<file path="src/rtl/vbi_mask_pkg.sv">
package vbi_mask_pkg;
  typedef enum logic {
    STD_NTSC = 1'b0,
    STD_PAL  = 1'b1
  } vbi_std_e;

  localparam int NUM_MASKS = 4;
  localparam int SEL_W     = 2;

  // mask index is {standard, field parity}
  function automatic logic [SEL_W-1:0] mask_sel(input logic pal, input logic even);
    return {pal, even};
  endfunction
endpackage

</file>
<file path="src/rtl/vbi_mask_regs.sv">
module vbi_mask_regs #(
  parameter int MASK_W = 16,
  parameter int BYTE_W = 8,
  localparam int BYTES  = MASK_W / BYTE_W,
  localparam int NBYTE  = vbi_mask_pkg::NUM_MASKS * BYTES,
  localparam int ADDR_W = $clog2(NBYTE)
) (
  input  logic                    clk,
  input  logic                    rst_n,
  input  logic                    wr_en,
  input  logic [ADDR_W-1:0]       wr_addr,
  input  logic [BYTE_W-1:0]       wr_data,
  output logic [vbi_mask_pkg::NUM_MASKS-1:0][MASK_W-1:0] masks_o
);
  logic [BYTE_W-1:0] byte_q [NBYTE];

  always_ff @(posedge clk) begin
    if (!rst_n) begin
      for (int i = 0; i < NBYTE; i++) byte_q[i] <= '0;
    end else if (wr_en && (int'(wr_addr) < NBYTE)) begin
      byte_q[wr_addr] <= wr_data;
    end
  end

  for (genvar m = 0; m < vbi_mask_pkg::NUM_MASKS; m++) begin : g_mask
    for (genvar b = 0; b < BYTES; b++) begin : g_byte
      assign masks_o[m][b*BYTE_W +: BYTE_W] = byte_q[m*BYTES + b];
    end
  end

  // a written byte appears in the addressed mask slice on the next cycle
  a_r1_byte_write: assert property (@(posedge clk) disable iff (!rst_n)
    wr_en |=> byte_q[$past(wr_addr)] == $past(wr_data));

  // leaving reset, every mask is clear
  a_r8_reset_clear: assert property (@(posedge clk) disable iff (!rst_n)
    $rose(rst_n) |-> (masks_o == '0));
endmodule

</file>
<file path="src/rtl/vbi_line_window.sv">
module vbi_line_window #(
  parameter int LINE_W = 10,
  parameter int MASK_W = 16,
  parameter int FIRST  = 10,
  localparam int IDX_W = $clog2(MASK_W)
) (
  input  logic [LINE_W-1:0] line_i,
  input  logic [MASK_W-1:0] mask_i,
  output logic              hit_o,
  output logic              bit_o
);
  localparam logic [LINE_W-1:0] FIRST_L = LINE_W'(FIRST);
  localparam logic [LINE_W-1:0] SPAN_L  = LINE_W'(MASK_W);

  logic [LINE_W-1:0] offset;
  logic [IDX_W-1:0]  idx;

  always_comb begin
    offset = line_i - FIRST_L;
    idx    = offset[IDX_W-1:0];
    hit_o  = (line_i >= FIRST_L) && (offset < SPAN_L);
    bit_o  = hit_o && mask_i[idx];
  end
endmodule

</file>
<file path="src/rtl/vbi_line_mask.sv">
module vbi_line_mask #(
  parameter int LINE_W     = 10,
  parameter int MASK_W     = 16,
  parameter int BYTE_W     = 8,
  parameter int NTSC_FIRST = 10,
  parameter int PAL_FIRST  = 7,
  localparam int ADDR_W    = $clog2(vbi_mask_pkg::NUM_MASKS * (MASK_W / BYTE_W))
) (
  input  logic              clk,
  input  logic              rst_n,
  input  logic              wr_en,
  input  logic [ADDR_W-1:0] wr_addr,
  input  logic [BYTE_W-1:0] wr_data,
  input  logic              line_start,
  input  logic [LINE_W-1:0] line_num,
  input  logic              field_even,
  input  logic              std_pal,
  output logic              ped_off,
  output logic              ttx_en
);
  import vbi_mask_pkg::*;

  logic [NUM_MASKS-1:0][MASK_W-1:0] masks;
  logic [1:0] win_hit;
  logic [1:0] win_bit;
  logic       ped_nxt, ttx_nxt;

  vbi_mask_regs #(.MASK_W(MASK_W), .BYTE_W(BYTE_W)) u_regs (
    .clk     (clk),
    .rst_n   (rst_n),
    .wr_en   (wr_en),
    .wr_addr (wr_addr),
    .wr_data (wr_data),
    .masks_o (masks)
  );

  // index 0: NTSC pedestal window, index 1: PAL teletext window
  for (genvar s = 0; s < 2; s++) begin : g_std
    localparam int BASE = (s == 0) ? NTSC_FIRST : PAL_FIRST;
    vbi_line_window #(.LINE_W(LINE_W), .MASK_W(MASK_W), .FIRST(BASE)) u_win (
      .line_i (line_num),
      .mask_i (masks[mask_sel(s[0], field_even)]),
      .hit_o  (win_hit[s]),
      .bit_o  (win_bit[s])
    );
  end

  always_comb begin
    ped_nxt = (vbi_std_e'(std_pal) == STD_NTSC) && win_bit[0];
    ttx_nxt = (vbi_std_e'(std_pal) == STD_PAL)  && win_bit[1];
  end

  always_ff @(posedge clk) begin
    if (!rst_n) begin
      ped_off <= 1'b0;
      ttx_en  <= 1'b0;
    end else if (line_start) begin
      ped_off <= ped_nxt;
      ttx_en  <= ttx_nxt;
    end
  end

  // flags hold between line strobes
  a_r7_hold: assert property (@(posedge clk) disable iff (!rst_n)
    !line_start |=> $stable({ped_off, ttx_en}));

  // the inactive standard's flag stays low
  a_r6_pal_no_ped: assert property (@(posedge clk) disable iff (!rst_n)
    (line_start && std_pal) |=> !ped_off);
  a_r6_ntsc_no_ttx: assert property (@(posedge clk) disable iff (!rst_n)
    (line_start && !std_pal) |=> !ttx_en);

  // outside the active window both flags are low
  a_r4_outside: assert property (@(posedge clk) disable iff (!rst_n)
    (line_start && !(std_pal ? win_hit[1] : win_hit[0])) |=> (!ped_off && !ttx_en));
endmodule

</file>
<file path="config.mk">
export PLATFORM = sky130hd
export DESIGN_NAME = vbi_line_mask
export DESIGN_NICKNAME = d
export VERILOG_FILES = /design/src/rtl/vbi_mask_pkg.sv /design/src/rtl/vbi_mask_regs.sv /design/src/rtl/vbi_line_window.sv /design/src/rtl/vbi_line_mask.sv
export SDC_FILE = /design/constraint.sdc
export NUM_CORES = 1
export LEC_CHECK = 0
export BUFFER_PORTS_ARGS = -buffer_cell sky130_fd_sc_hd__buf_2
export CORE_UTILIZATION = 50
export CTS_CLUSTER_SIZE = 24
export DETAILED_ROUTE_END_ITERATION = 10
export PLACE_DENSITY = 0.76
export SLEW_MARGIN = 10
export SYNTH_ARGS = -nofsm -noshare
export SYNTH_HDL_FRONTEND = slang
export SYNTH_HIERARCHICAL = 1
export SYNTH_SLANG_ARGS = --single-unit
</file>
<file path="constraint.sdc">
create_clock -name clk -period 5.3 [get_ports clk]
set_input_delay 0.53 -clock clk [delete_from_list [all_inputs] [get_ports clk]]
set_output_delay 0.53 -clock clk [all_outputs]
set_load 0.005 [all_outputs]
</file>
# After elaboration in Yosys (flattened, before gate mapping)
# Memory sizes are Yosys's and may differ from the RTL's.
# Index checks and enable logic that the tools add are counted.
# totals
wordCells,36
latchBits,0
ramBits,64
output_inout_bits,2
mem_count,1
mem_bits_ro,0
reg_bits,2
input_bits,27
# op_classes
magnitude_cmp,8
n_bitwise,1
n_div,0
n_reduce_logical,7
n_mux,15
addsub,2
eq_ne,0
shifts,0
multipliers,0
# memory_table
name,words,word_bits,rd,rd_ports_with_merged_regs,wr,line,source
u_regs.byte_q,8,8,8,0,8,vbi_mask_regs.sv:15,logic [BYTE_W-1:0] byte_q [NBYTE];
# ops
cell,count
$mux 16,4
$lt 10x5->1 const B,2
$ge 10x3->1 const B,1
$ge 10x4->1 const B,1
$lt 4x5->1 const B,2
$sub 10x3->10 const B,1
$sub 10x4->10 const B,1
$bmux 1 s4,2
$mux 8,1
$reduce_or 8->1,1
$mux 1,7
$logic_and 1x1->1,6
$lt 1x3->1 const B,1
$lt 2x3->1 const B,1
$mux 3,1
$not 1->1,1

# Logic depth before layout (Yosys ltp)
# depth
ltp_word,6
depth_mapped,9
mapped_depth_nobuf,8

# Cells and area by module
# The synthesis kept the hierarchy.
# by_module_without_submodules
mod,cells_per_inst,area_per_inst_um2,instances,seq_area_each_um2
vbi_mask_regs,170,2437.3,1,1921.8
vbi_line_mask,44,621.8,1,40.0
vbi_line_window at g_std[0].u_win,19,219.0,1,0.0
vbi_line_window at g_std[1].u_win,19,217.7,1,0.0

# Least setup slack after synthesis
# OpenSTA, ideal clock, no wires.
# synth_path
path_kind,in2reg
start,input field_even
end,register ttx_en
setup_time_ns,0.114
t_arrival_ns,2.235
required_time_ns,5.186
stages,8
n_path_buf,2
slack_ns,2.951
path_cell_list,buf_6 > buf_12 > mux2_4 > mux4_2 > mux4_2 > nor3b_1 > nand4_1 > nand2_1
# synth_via
elab_chain_len,6
# synth_lines
item,line,source
start: declaration,vbi_line_mask.sv:16,"input logic field_even,"
$mux 16 (not written as such) (2 in series),vbi_line_mask.sv:42,".mask_i (masks[mask_sel(s[0], field_even)]),"
$bmux 1 s4,vbi_line_window.sv:22,bit_o = hit_o && mask_i[idx];
$mux 1 (not written as such),vbi_line_window.sv:22,
$logic_and 1x1->1,vbi_line_window.sv:22,
via win_bit[1],vbi_line_mask.sv:25,logic [1:0] win_bit;
$logic_and 1x1->1,vbi_line_mask.sv:50,ttx_nxt = (vbi_std_e'(std_pal) == STD_PAL) && win_bit[1];
end signal: assignment,vbi_line_mask.sv:59,ttx_en <= ttx_nxt;
end: declaration,vbi_line_mask.sv:19,output logic ttx_en
# The timed path passes the listed nets, and every way through them passes these cells. The select of a mux whose other input is x is not followed.
# A chain may end at the register's enable or synchronous reset.

# Final worst setup path
# Ends and elaborated chain as after synthesis.

==> results.md <==
* Initial Util at between 50% and 60%
* # fillers at between 500 and 600
* Max-cap violations at 0
* Total Routed Length at between 6 and 7 mm
* Syn nets at 279
* Fmax at approximately 380 MHz
* Setup Viol. Count Final at 0
* H-tree levels at 3
* Post-Synthesis Cells at 250
* Final GP Congestion at ~0.8
* Tcrit/Tclk final at roughly half
* Slew Viols, Final at 0
* Final Net Count at roughly 300
* RSZ-0062 raised after global routing: false
* Maximum vdd drop at between 150 and 200 uV
* Multi-input logic area at about 1400 sq um
* Fin. Hold Viols at 0
* Finished Core Util at around 57%
* Layout area overhead at 9.97%
* Mapped cell area at between 3000 and 4000 sq um
* Largest net degree at the start of global routing at 33
* Worst Hold Class: in2reg
* Share of cells above drive strength 1 at slightly below 30%
* Hpwl dp at roughly 4.6 mm
* Initial antenna violation count at 0
* FF/Latch Area at 1960 sq um
* Most used cell along the critical path: mux4_2
* I/O pin count at 29
* Status: completed
* Ys Warns at 6
* Fin crit period at about 2700 ps
* Core Region at approximately 6800 sq um
* Setup_tns at 0 ps
* CP startpoint kind: primary input
* Row cnt at 30
* Dpl ws at between 2000 and 2500 ps
* Power per cell area at between 300 and 400 nW/um^2
* Routed vias at roughly 2100
* Worst slew pin tran at around 1200 ps
* Drt drc at 0
* Post-route ant nets at 0
* Crit path DAT at just under 3000 ps
* Pre-antenna DRT Iters at 4
* Setup crit end kind: flip-flop
* Die area at roughly 7300 sq um
* Worst-path cell chain: buf_2 -> mux2_4 -> mux4_2 -> mux4_2 -> nor3b_1 -> nand4_1 -> nand2_1
* Worst-Skew Late Latency at ~330 ps
* CP Max Fanout at 32
* Diodes inserted at 0
* WS Path Type: in2reg
* Flop2flop setup slack at around 3300 ps
* Port Buffers at 28
* Vias in the first global route at approximately 2000
* Clk_skew at approximately 6.2 ps
* Slowest-stage cell, CP: buf_2
* GR Overflow Total at 0
* DRT iter0 DRCs at 213
* Dpl cells at 341
* Required time of the worst setup path at approximately 5500 ps
* Syn_area_per_cell at roughly 14 sq um
* Drt wl/cell at ~18 microns
* Die width at 85.5 microns
* Power, Total at about 1300 uW
* Setup Fix Bufs, Post-CTS at 0
* Die Ht at between 80 and 90 microns
* Worst relative slew slack at roughly 17%
* Sink Count at 66
* Num CTS Buffers at 9
* Critical path's largest stage delay at approximately 740 ps
* Overall Global Routing Usage at between 10% and 20%
* First-pass GRT wire length at 9.93 mm
* Hold_buf cts at 0
* Vias per cell at just under 6
* CTS tree: yes
* Clk root buf: clkbuf_8
* Non-filler cells, final at between 300 and 400
* CTS clk-pin slew, worst paths at 70 ps
* Leak pwr at about 0.0014 uW
* Clock Path Buffers at 2
* CTS resizes at 0
* Final worst slack at 2640 ps
per-stage QoR:
step	instance area (sq um)	hold WS [ps]
2_1_floorplan	3490	462
3_3_place_gp	3570	456
3_5_place_dp	3570	474
4_1_cts	3840	439
5_1_grt	3840	451
6_report	3840	451
layout by cell type (no fill, tap or decap), types with 4 or more instances in the layout:
cell type / n
edfxtp_1: 64
bufinv_16: 4
nand2_1: 6
mux4_1: 4
buf_2: 28
mux2_4: 30
o21ai_0: 6
nand4_1: 9
nor2_1: 65
clkbuf_8: 10
nand4b_1: 9
mux4_2: 5
critical path, delay by kind of cell:
family	cells	cell delay, ps
muxes	3	1320
buffers and inverters	1	740
and+or+nand+nor	3	290
state kept, by name, indices dropped and copies added, names as in the netlist:
name / flops
u_regs/byte_q: 64
ped_off: 1
ttx_en: 1
final cells by class:
class | count | area share [%]
Inverter | 2 | 0.196
Clock buffer | 11 | 3.69
Sequential cell | 66 | 51.1
Timing Repair Buffer | 28 | 3.65
Tap cell | 80 | 2.61
Clock inverter | 5 | 3.26
Multi-Input combinational cell | 165 | 35.5
report_power, final:
| group | switching (uW) | internal, uW |
|---|---|---|
| Combinational | 68.0 | 70.8 |
| Sequential | 9.41 | 606 |
| Clock | 183 | 373 |
layer usage:
layer / wire [microns] / track usage [%]
met1: 2600 / 21.9
met4: 81 / 7.42
met3: 425 / 4.14
met5: 0 / 0
met2: 3300 / 33.0
worst paths after layout:
path,from,cells past startpoint,endpoint
min,std_pal,3,ttx_en
min reg2reg,ttx_en,2,ttx_en
max,field_even,7,ttx_en
max reg2reg,u_regs/byte_q[6][6],6,ttx_en
Power figures use the tool's default switching activity.
